File: src/rtl/dma2d_pkg.sv
package dma2d_pkg;
   typedef enum logic [1:0] {
      ST_IDLE = 2'd0,
      ST_LINE = 2'd1,
      ST_RING = 2'd2
   } walk_st_e;
endpackage

File: src/rtl/dma2d_grid_ctr.sv
// Position inside the rectangle for line mode: word in line, line index.
module dma2d_grid_ctr #(
   parameter int LW = 12
) (
   input  logic          clk,
   input  logic          rst_n,
   input  logic          load_i,
   input  logic          act_i,
   input  logic          step_i,
   input  logic [LW-1:0] xlen_i,
   input  logic [LW-1:0] ylen_i,
   output logic          line_end_o,
   output logic          last_line_o
);
   generate
      if (LW < 2) begin : g_bad_lw
         $error("dma2d_grid_ctr: LW must be at least 2");
      end
   endgenerate

   logic [LW-1:0] xl_q, yl_q, xc_q, yc_q;

   always_ff @(posedge clk or negedge rst_n) begin
      if (!rst_n) begin
         xl_q <= '0;
         yl_q <= '0;
         xc_q <= '0;
         yc_q <= '0;
      end else if (load_i) begin
         xl_q <= xlen_i;
         yl_q <= ylen_i;
         xc_q <= '0;
         yc_q <= '0;
      end else if (step_i) begin
         if (line_end_o) begin
            xc_q <= '0;
            yc_q <= yc_q + 1'b1;
         end else begin
            xc_q <= xc_q + 1'b1;
         end
      end
   end

   assign line_end_o  = (xc_q == xl_q - 1'b1);
   assign last_line_o = (yc_q == yl_q);

   // counters stay inside the programmed rectangle while walking
   p_grid_bound_r4: assert property (@(posedge clk) disable iff (!rst_n)
      act_i |-> ((xc_q < xl_q) && (yc_q <= yl_q)));
endmodule

File: src/rtl/dma2d_ring_ctr.sv
// Position inside the circular area; flags the two half boundaries.
module dma2d_ring_ctr #(
   parameter int LW = 12
) (
   input  logic          clk,
   input  logic          rst_n,
   input  logic          load_i,
   input  logic          act_i,
   input  logic          step_i,
   input  logic [LW-1:0] width_i,
   input  logic [LW-1:0] ylen_i,
   output logic          at_half_o,
   output logic          at_wrap_o
);
   localparam int PW = 2 * LW + 1;

   generate
      if (LW < 2) begin : g_bad_lw
         $error("dma2d_ring_ctr: LW must be at least 2");
      end
   endgenerate

   logic [PW-1:0] size_w, size_q, half_q, pos_q;

   assign size_w = PW'(width_i) * (PW'(ylen_i) + PW'(1));

   always_ff @(posedge clk or negedge rst_n) begin
      if (!rst_n) begin
         size_q <= '0;
         half_q <= '0;
         pos_q  <= '0;
      end else if (load_i) begin
         size_q <= size_w;
         half_q <= size_w >> 1;
         pos_q  <= '0;
      end else if (step_i) begin
         pos_q <= at_wrap_o ? '0 : pos_q + 1'b1;
      end
   end

   assign at_half_o = (pos_q == half_q - 1'b1);
   assign at_wrap_o = (pos_q == size_q - 1'b1);

   // offset never leaves the circular area
   p_ring_bound_r5: assert property (@(posedge clk) disable iff (!rst_n)
      act_i |-> (pos_q < size_q));
endmodule

File: src/rtl/dma2d_addr_gen.sv
module dma2d_addr_gen #(
   parameter int AW = 32,
   parameter int LW = 12
) (
   input  logic          clk,
   input  logic          rst_n,
   input  logic          start_i,
   input  logic [AW-1:0] cfg_baddr_i,
   input  logic [LW-1:0] cfg_xlen_i,
   input  logic [LW-1:0] cfg_ylen_i,
   input  logic [LW-1:0] cfg_width_i,
   input  logic          cfg_dir_i,
   input  logic [1:0]    loop_en_i,
   input  logic          ready_i,
   input  logic          stop_i,
   output logic          beat_o,
   output logic [AW-3:0] beat_addr_o,
   output logic          beat_dir_o,
   output logic [AW-3:0] cur_addr_o,
   output logic          busy_o,
   output logic          done_o,
   output logic          half_a_o,
   output logic          half_b_o
);
   import dma2d_pkg::*;

   localparam int WAW = AW - 2;

   generate
      if (WAW <= LW) begin : g_bad_aw
         $error("dma2d_addr_gen: word address must be wider than LW");
      end
   endgenerate

   walk_st_e       st_q;
   logic [WAW-1:0] base_q, line_q, cur_q, wid_w;
   logic [LW-1:0]  wid_q;
   logic           dir_q, done_q, ha_q, hb_q;
   logic           load, in_line, in_ring, run_ok;
   logic           line_end, last_line, at_half, at_wrap;
   logic           unused_lo;

   assign unused_lo = ^cfg_baddr_i[1:0];
   assign load      = start_i && (st_q == ST_IDLE);
   assign in_line   = (st_q == ST_LINE);
   assign in_ring   = (st_q == ST_RING);
   assign run_ok    = in_line || (in_ring && (loop_en_i == 2'b11));
   assign beat_o    = run_ok && ready_i && !stop_i;
   assign wid_w     = {{(WAW-LW){1'b0}}, wid_q};

   dma2d_grid_ctr #(.LW(LW)) u_grid (
      .clk        (clk),
      .rst_n      (rst_n),
      .load_i     (load),
      .act_i      (in_line),
      .step_i     (beat_o && in_line),
      .xlen_i     (cfg_xlen_i),
      .ylen_i     (cfg_ylen_i),
      .line_end_o (line_end),
      .last_line_o(last_line)
   );

   dma2d_ring_ctr #(.LW(LW)) u_ring (
      .clk      (clk),
      .rst_n    (rst_n),
      .load_i   (load),
      .act_i    (in_ring),
      .step_i   (beat_o && in_ring),
      .width_i  (cfg_width_i),
      .ylen_i   (cfg_ylen_i),
      .at_half_o(at_half),
      .at_wrap_o(at_wrap)
   );

   always_ff @(posedge clk or negedge rst_n) begin
      if (!rst_n) begin
         st_q   <= ST_IDLE;
         base_q <= '0;
         line_q <= '0;
         cur_q  <= '0;
         wid_q  <= '0;
         dir_q  <= 1'b0;
         done_q <= 1'b0;
         ha_q   <= 1'b0;
         hb_q   <= 1'b0;
      end else begin
         done_q <= 1'b0;
         ha_q   <= 1'b0;
         hb_q   <= 1'b0;
         if (stop_i) begin
            st_q <= ST_IDLE;
         end else if (load) begin
            base_q <= cfg_baddr_i[AW-1:2];
            line_q <= cfg_baddr_i[AW-1:2];
            cur_q  <= cfg_baddr_i[AW-1:2];
            wid_q  <= cfg_width_i;
            dir_q  <= cfg_dir_i;
            st_q   <= (cfg_xlen_i == '0) ? ST_RING : ST_LINE;
         end else if (beat_o && in_line) begin
            if (line_end) begin
               if (last_line) begin
                  st_q   <= ST_IDLE;
                  done_q <= 1'b1;
                  cur_q  <= cur_q + 1'b1;
               end else begin
                  line_q <= line_q + wid_w;
                  cur_q  <= line_q + wid_w;
               end
            end else begin
               cur_q <= cur_q + 1'b1;
            end
         end else if (beat_o && in_ring) begin
            ha_q  <= at_half;
            hb_q  <= at_wrap;
            cur_q <= at_wrap ? base_q : cur_q + 1'b1;
         end
      end
   end

   assign beat_addr_o = cur_q;
   assign cur_addr_o  = cur_q;
   assign beat_dir_o  = dir_q;
   assign busy_o      = (st_q != ST_IDLE);
   assign done_o      = done_q;
   assign half_a_o    = ha_q;
   assign half_b_o    = hb_q;

   p_ready_gate_r8: assert property (@(posedge clk) disable iff (!rst_n)
      !ready_i |-> !beat_o);
   p_stop_idle_r9: assert property (@(posedge clk) disable iff (!rst_n)
      stop_i |=> (!busy_o && !done_o));
   p_done_pulse_r4: assert property (@(posedge clk) disable iff (!rst_n)
      done_o |=> !done_o);
   p_ring_nodone_r5: assert property (@(posedge clk) disable iff (!rst_n)
      in_ring |-> !done_o);
   p_pause_hold_r7: assert property (@(posedge clk) disable iff (!rst_n)
      (in_ring && (loop_en_i != 2'b11)) |=> $stable(cur_addr_o));
   p_line_step_r2: assert property (@(posedge clk) disable iff (!rst_n)
      (beat_o && in_line && !line_end) |=> (cur_addr_o == $past(cur_addr_o) + 1'b1));
   p_base_hold_r12: assert property (@(posedge clk) disable iff (!rst_n)
      busy_o |=> $stable(base_q));
   p_half_excl_r6: assert property (@(posedge clk) disable iff (!rst_n)
      !(half_a_o && half_b_o));
endmodule

File: config.mk
export PLATFORM = sky130hd
export DESIGN_NAME = dma2d_addr_gen
export DESIGN_NICKNAME = d
export VERILOG_FILES = /design/src/rtl/dma2d_pkg.sv /design/src/rtl/dma2d_grid_ctr.sv /design/src/rtl/dma2d_ring_ctr.sv /design/src/rtl/dma2d_addr_gen.sv
export SDC_FILE = /design/constraint.sdc
export NUM_CORES = 1
export LEC_CHECK = 0
export CAP_MARGIN = 20
export CORE_MARGIN = 2
export CORE_UTILIZATION = 35
export CTS_CLUSTER_DIAMETER = 150
export CTS_CLUSTER_SIZE = 30
export DETAILED_ROUTE_END_ITERATION = 16
export PLACE_DENSITY = 0.62
export SETUP_SLACK_MARGIN = 0.02
export SKIP_LAST_GASP = 1
export SLEW_MARGIN = 15
export SYNTH_ARGS = -nofsm -noshare
export SYNTH_HDL_FRONTEND = slang
export SYNTH_SLANG_ARGS = --single-unit
File: constraint.sdc
create_clock -name clk -period 3.2 [get_ports clk]
set_input_delay 0.64 -clock clk [delete_from_list [all_inputs] [get_ports clk]]
set_output_delay 0.64 -clock clk [all_outputs]
set_load 0.02 [all_outputs]
Yosys cells after proc, flatten, opt, wreduce, memory -nomap -nowiden --
Cells that the tools add are included.
Cells by class: add/subtract/negate cells 9, multiply operators 1, equal/unequal tests 8, multiplexer cells 38, bitwise logic cells 1, reduce and logical (&&, ||, !) cells 23
Operators with widths (count):
- $mux 30 | 10
- $mux 25 | 3
- $mux 12 | 6
- $eq 25x25->1 | 2
- $add 30x1->30 const B | 1
- $add 30x12->30 | 1
- $add 25x1->25 const B | 1
- $mul 12x25->25 | 1
- $sub 24x1->25 const B | 1
- $sub 25x1->25 const B | 1
- $add 12x1->12 const B | 2
- $eq 12x12->1 | 2
- $add 12x1->13 const B | 1
- $mux 1 | 13
- $logic_not 12->1 | 1
- $mux 2 | 6
- $reduce_bool 3->1 | 4
- $sub 12x1->12 const B | 1
- $reduce_bool 2->1 | 4
- $logic_and 1x1->1 | 6
- $reduce_and 2->1 | 3
- $eq 2x2->1 const B | 2
- $reduce_and 4->1 | 1
- $reduce_and 3->1 | 1
- 6 further kinds | 6
Storage, ports and cells: bits in registers 230, output and inout bits 66, logic and storage cells 96

Depth between registers and ports, before layout --
depth after elaboration 10, depth in mapped cells 26, mapped depth without buffers 25

Hierarchy --
Synthesis repeated with hierarchy kept, for this count alone.
Second synthesis, totals: cells, all modules 2153, area total of the unflattened synthesis 19256.0 um^2
Modules (own cells, without submodules):
- dma2d_ring_ctr | times used 1, cells an instance 1105, area an instance 9308.9 um^2, sequential area each 1251.2 um^2
- dma2d_addr_gen | times used 1, cells an instance 780, area an instance 7195.7 um^2, sequential area each 2702.6 um^2
- dma2d_grid_ctr | times used 1, cells an instance 268, area an instance 2751.4 um^2, sequential area each 1201.2 um^2

Worst setup path before layout --
Ideal clock, no wire load.
path kind in2reg, from input port cfg_ylen_i[0], to register u_ring.size_q[21], arrival 6054 ps, path slack -2989 ps, stages 25, buffers on the path 1, cells stage by stage ha_1 -> nand3_1 -> nor2_1 -> xor2_1 -> clkbuf_1 -> nand2_1 -> fa_1 -> inv_1 -> fa_1 -> inv_1 -> fa_1 -> inv_1 -> fa_1 -> inv_1 -> fa_1 -> inv_1 -> ha_1 -> nor4_1 -> o21ai_0 -> a41oi_1 -> nor3_1 -> or3_1 -> a21oi_1 -> xor2_1 -> o21ai_0
On the way: longest elaborated chain between the ends 2
RTL lines:
- start: declaration | line dma2d_addr_gen.sv:10 | input logic [LW-1:0] cfg_ylen_i,
- $add 12x1->13 | line dma2d_ring_ctr.sv:25 | assign size_w = PW'(width_i) * (PW'(ylen_i) + PW'(1));
- $mul 12x25->25 | line dma2d_ring_ctr.sv:25
- end signal: assignment | line dma2d_ring_ctr.sv:33 | size_q <= size_w;
- end: declaration | line dma2d_ring_ctr.sv:23 | logic [PW-1:0] size_w, size_q, half_q, pos_q;
Every way passes these cells. A chain may end at the register's enable or synchronous reset.

Final worst setup path --
from input port cfg_ylen_i[1], to register u_ring.size_q[21]
The elaborated chain is that of the path after synthesis.

==> impl_metrics.json <==
{
  "rows": 85,
  "fill_cells": 5189,
  "final_cells": 3307,
  "layout_min_cycle_time_ns": 5.42,
  "ir_worst_vdd_mv": 0.933,
  "yosys-top-cells-area": "dfrtp_1 27%, fa_1 12%, nand2_1 9.2%",
  "final.setup_skew_ns": 0.0232,
  "slew_headroom_pct": 42.6,
  "yosysWarnings": 0,
  "tightest_slew_ns": 0.857,
  "vias_per_cell": 5.25,
  "violations": "negative setup slack",
  "clk_latency_ns": 0.49,
  "area_growth_pct": 27.9,
  "final_common_cell": "nand2_1",
  "netlist_instances": 2333,
  "core-area_um2": 53800,
  "dp.cells": 3233,
  "dominantRegCellSynth": "dfrtp_1",
  "synth.yosys.seq_area_share_pct": 27.1,
  "power_density_nw_per_um2": 776,
  "io_pins": 142,
  "gp_congestion": 0.896,
  "fin_ws_ns": -2.22,
  "multi_input_area_um2": 13400,
  "synthArstFlopShare_pct": 100,
  "dp_hpwl_um": 43700,
  "hold_viol": 0,
  "drt_pass1_iterations": 5,
  "clockRootBuffer": "clkbuf_16",
  "crit_type": "primary input to flip-flop",
  "crit_arrival_ns": 5.80,
  "synthDistinctLibCells": 75,
  "cts_tree": "built",
  "grt_antenna_before_repair": 0,
  "fin_crit_sh_pct": 169,
  "tns_ns": -34.53,
  "cts_sinks": 206,
  "required_ns": 3.58,
  "synth-edff-count": 0,
  "grtUsageTotal_pct": 19.7,
  "drc_errors": 0,
  "clk_pin_slew_worst_paths_ns": 0.12,
  "die_w_um": 237,
  "synthesis.area_um2": 19000,
  "final_cell_mix": "438 x nand2_1, 240 x buf_4, 206 x dfrtp_1",
  "ys_seq_elements": 206,
  "post-place-ws_ns": -3.24,
  "num_antenna_cells": 0,
  "crit_path_end_kind": "flip-flop",
  "power.leakage_nw": 11.1,
  "synth_top_cell_area_share_pct": 27.1,
  "port_buffers": 139,
  "overflow": 0,
  "drive_gt1_share_pct": 19.6,
  "status": "complete, but fails checks",
  "seq_area_um2": 5150,
  "syn_nets": 2604,
  "grt_pass1_wl_um": 91400,
  "post_drt_wl_per_cell_um": 17.3,
  "syn_area_per_cell_um2": 8.16,
  "drt_iter0_drc": 1100,
  "hold_ws_ns": 0.124,
  "wl_um": 57100,
  "clk_path_buf_depth": 3,
  "cap_viol_max_count": 0,
  "cts_hold_buf": 0,
  "rsz0062_at_grt": "true",
  "grt_max_degree": 86,
  "final-max-slew-violation-count": 0,
  "hold_path_class": "primary input to async pin",
  "startpoint_type": "primary input",
  "fp.dieArea_um2": 56300,
  "htree_levels": 1,
  "die_h_um": 237,
  "postRouteAntennaNets": 0,
  "start_util_pct": 35.4,
  "finalSetupViolCount": 21,
  "numCtsBuffers": 10,
  "yosysTopAreaCell": "dfrtp_1",
  "vias": 17400,
  "grt_pass1_vias": 17500,
  "fmax_mhz": 185,
  "final_nets": 2882,
  "cp_max_fo": 5
}
-- logic make-up (layout without fill, tap and decap cells) --
logic type / count (synthesis) / in the layout / share of synthesized area (%)
AND/OR/NAND/NOR: 947 / 947 / 23.7
AO/OA/AOI/OAI: 405 / 405 / 13.4
buffers and inverters: 352 / 630 / 7.76
flip-flops: 206 / 206 / 27.1
adder cells (fa/ha/maj): 195 / 195 / 17.2
XOR/XNOR: 186 / 186 / 8.56
multiplexers: 42 / 42 / 2.27
-- worst max-delay path, stage by stage --
cell and delay (ns):
buf_8 0.09, nand4_1 0.14, buf_4 0.18, nor2_4 0.07, xor2_1 0.17, buf_4 0.17
buf_6 0.12, nand2_1 0.07, fa_1 0.51, inv_1 0.05, fa_1 0.48, fa_1 0.51
fa_1 0.51, inv_2 0.04, fa_1 0.49, inv_2 0.05, ha_4 0.22, a21oi_4 0.18
nand3_2 0.11, a41oi_4 0.25, nor3_4 0.06, or3_1 0.32, a21oi_2 0.14, xor2_1 0.14
o21ai_1 0.08
-- layer usage --
layer  track usage, %  up-vias  routed length (um)  part of all wire, %
li1                 -     8331                   -                    -
met1             26.8     8450               26000                   46
met2             33.4      507               27000                   47
met3             2.00       89                2630                  4.6
met4             5.15        0                1450                  2.5
met5                0        -                   0                    0
-- registers in the layout, summed over array words and instances, names as in the netlist --
name and cells:
base_q 30, beat_addr_o 30, line_q 30, u_ring.pos_q 25, u_ring.size_q 25, u_grid.xc_q 12
u_grid.xl_q 12, u_grid.yc_q 12, u_grid.yl_q 12, wid_q 12, st_q 2, beat_dir_o 1
done_o 1, half_a_o 1, half_b_o 1
-- Yosys cell counts, drive strengths merged, types with 4 or more instances --
master,n
nor2,121
fa,111
nand4,30
a211o,4
nand2b,21
o21ai,146
or4,5
or2,6
and3,30
o21a,10
o21bai,4
and4,12
mux2i,36
or3,17
dfrtp,206
o31a,6
a22oi,5
o211ai,23
o22a,19
and2,64
nor2b,18
o22ai,9
a21oi,87
nand3b,7
nand3,55
nor4,32
o2111ai,10
xnor2,134
a21boi,4
clkbuf,102
xor2,52
nor3,50
o31ai,7
a221oi,7
a311oi,4
nand4b,5
buf,59
a31oi,19
inv,191
a211oi,9
mux2,6
a21o,16
nand2,467
ha,84
-- layout make-up --
cell class	count	area share, %
tap	696	3.58
inverter	191	2.94
multi-input combinational	1775	55.1
clock inverter	1	0.123
clock buffer	11	1.13
timing repair buffer	427	16.0
sequential	206	21.2
-- power breakdown --
| group | internal, mW | switching, mW |
|---|---|---|
| registers | 3.13 | 0.722 |
| clock network | 0.706 | 0.911 |
| logic | 6.68 | 6.76 |
-- final timing paths --
kind,startpoint,depth (start not counted),endpoint,slack (ns)
min in group clk,cfg_ylen_i[1],4,u_grid.yl_q[1],0.46
setup / recovery,cfg_ylen_i[1],25,u_ring.size_q[21],-2.22
max in group asynchronous,rst_n,2,wid_q[11],2.34
hold reg to reg,base_q[17],2,base_q[17],0.49
setup reg to reg,u_ring.size_q[9],11,u_ring.pos_q[7],0.10
hold / removal,rst_n,1,base_q[11],0.12
-- per-stage QoR --
| stage | area, um2 | power [mW] | util [%] |
|---|---|---|---|
| 2_1_floorplan | 19400 | 11.3 | - |
| 3_3_place_gp | 22700 | 14.9 | 42.2 |
| 3_5_place_dp | 22700 | 15.2 | 42.2 |
| 4_1_cts | 23500 | 17.7 | 43.7 |
| 5_1_grt | 24400 | 20.5 | 45.3 |
| 6_report | 24400 | 18.9 | 45.3 |
-- what timing repair did --
item                       in CTS  in global routing
resized for setup             100                139
cloned                          1                  3
pin swaps                      71                 90
setup endpoints to repair      63                 80
setup buffers                  36                 29
(Power assumes the default switching activity.)
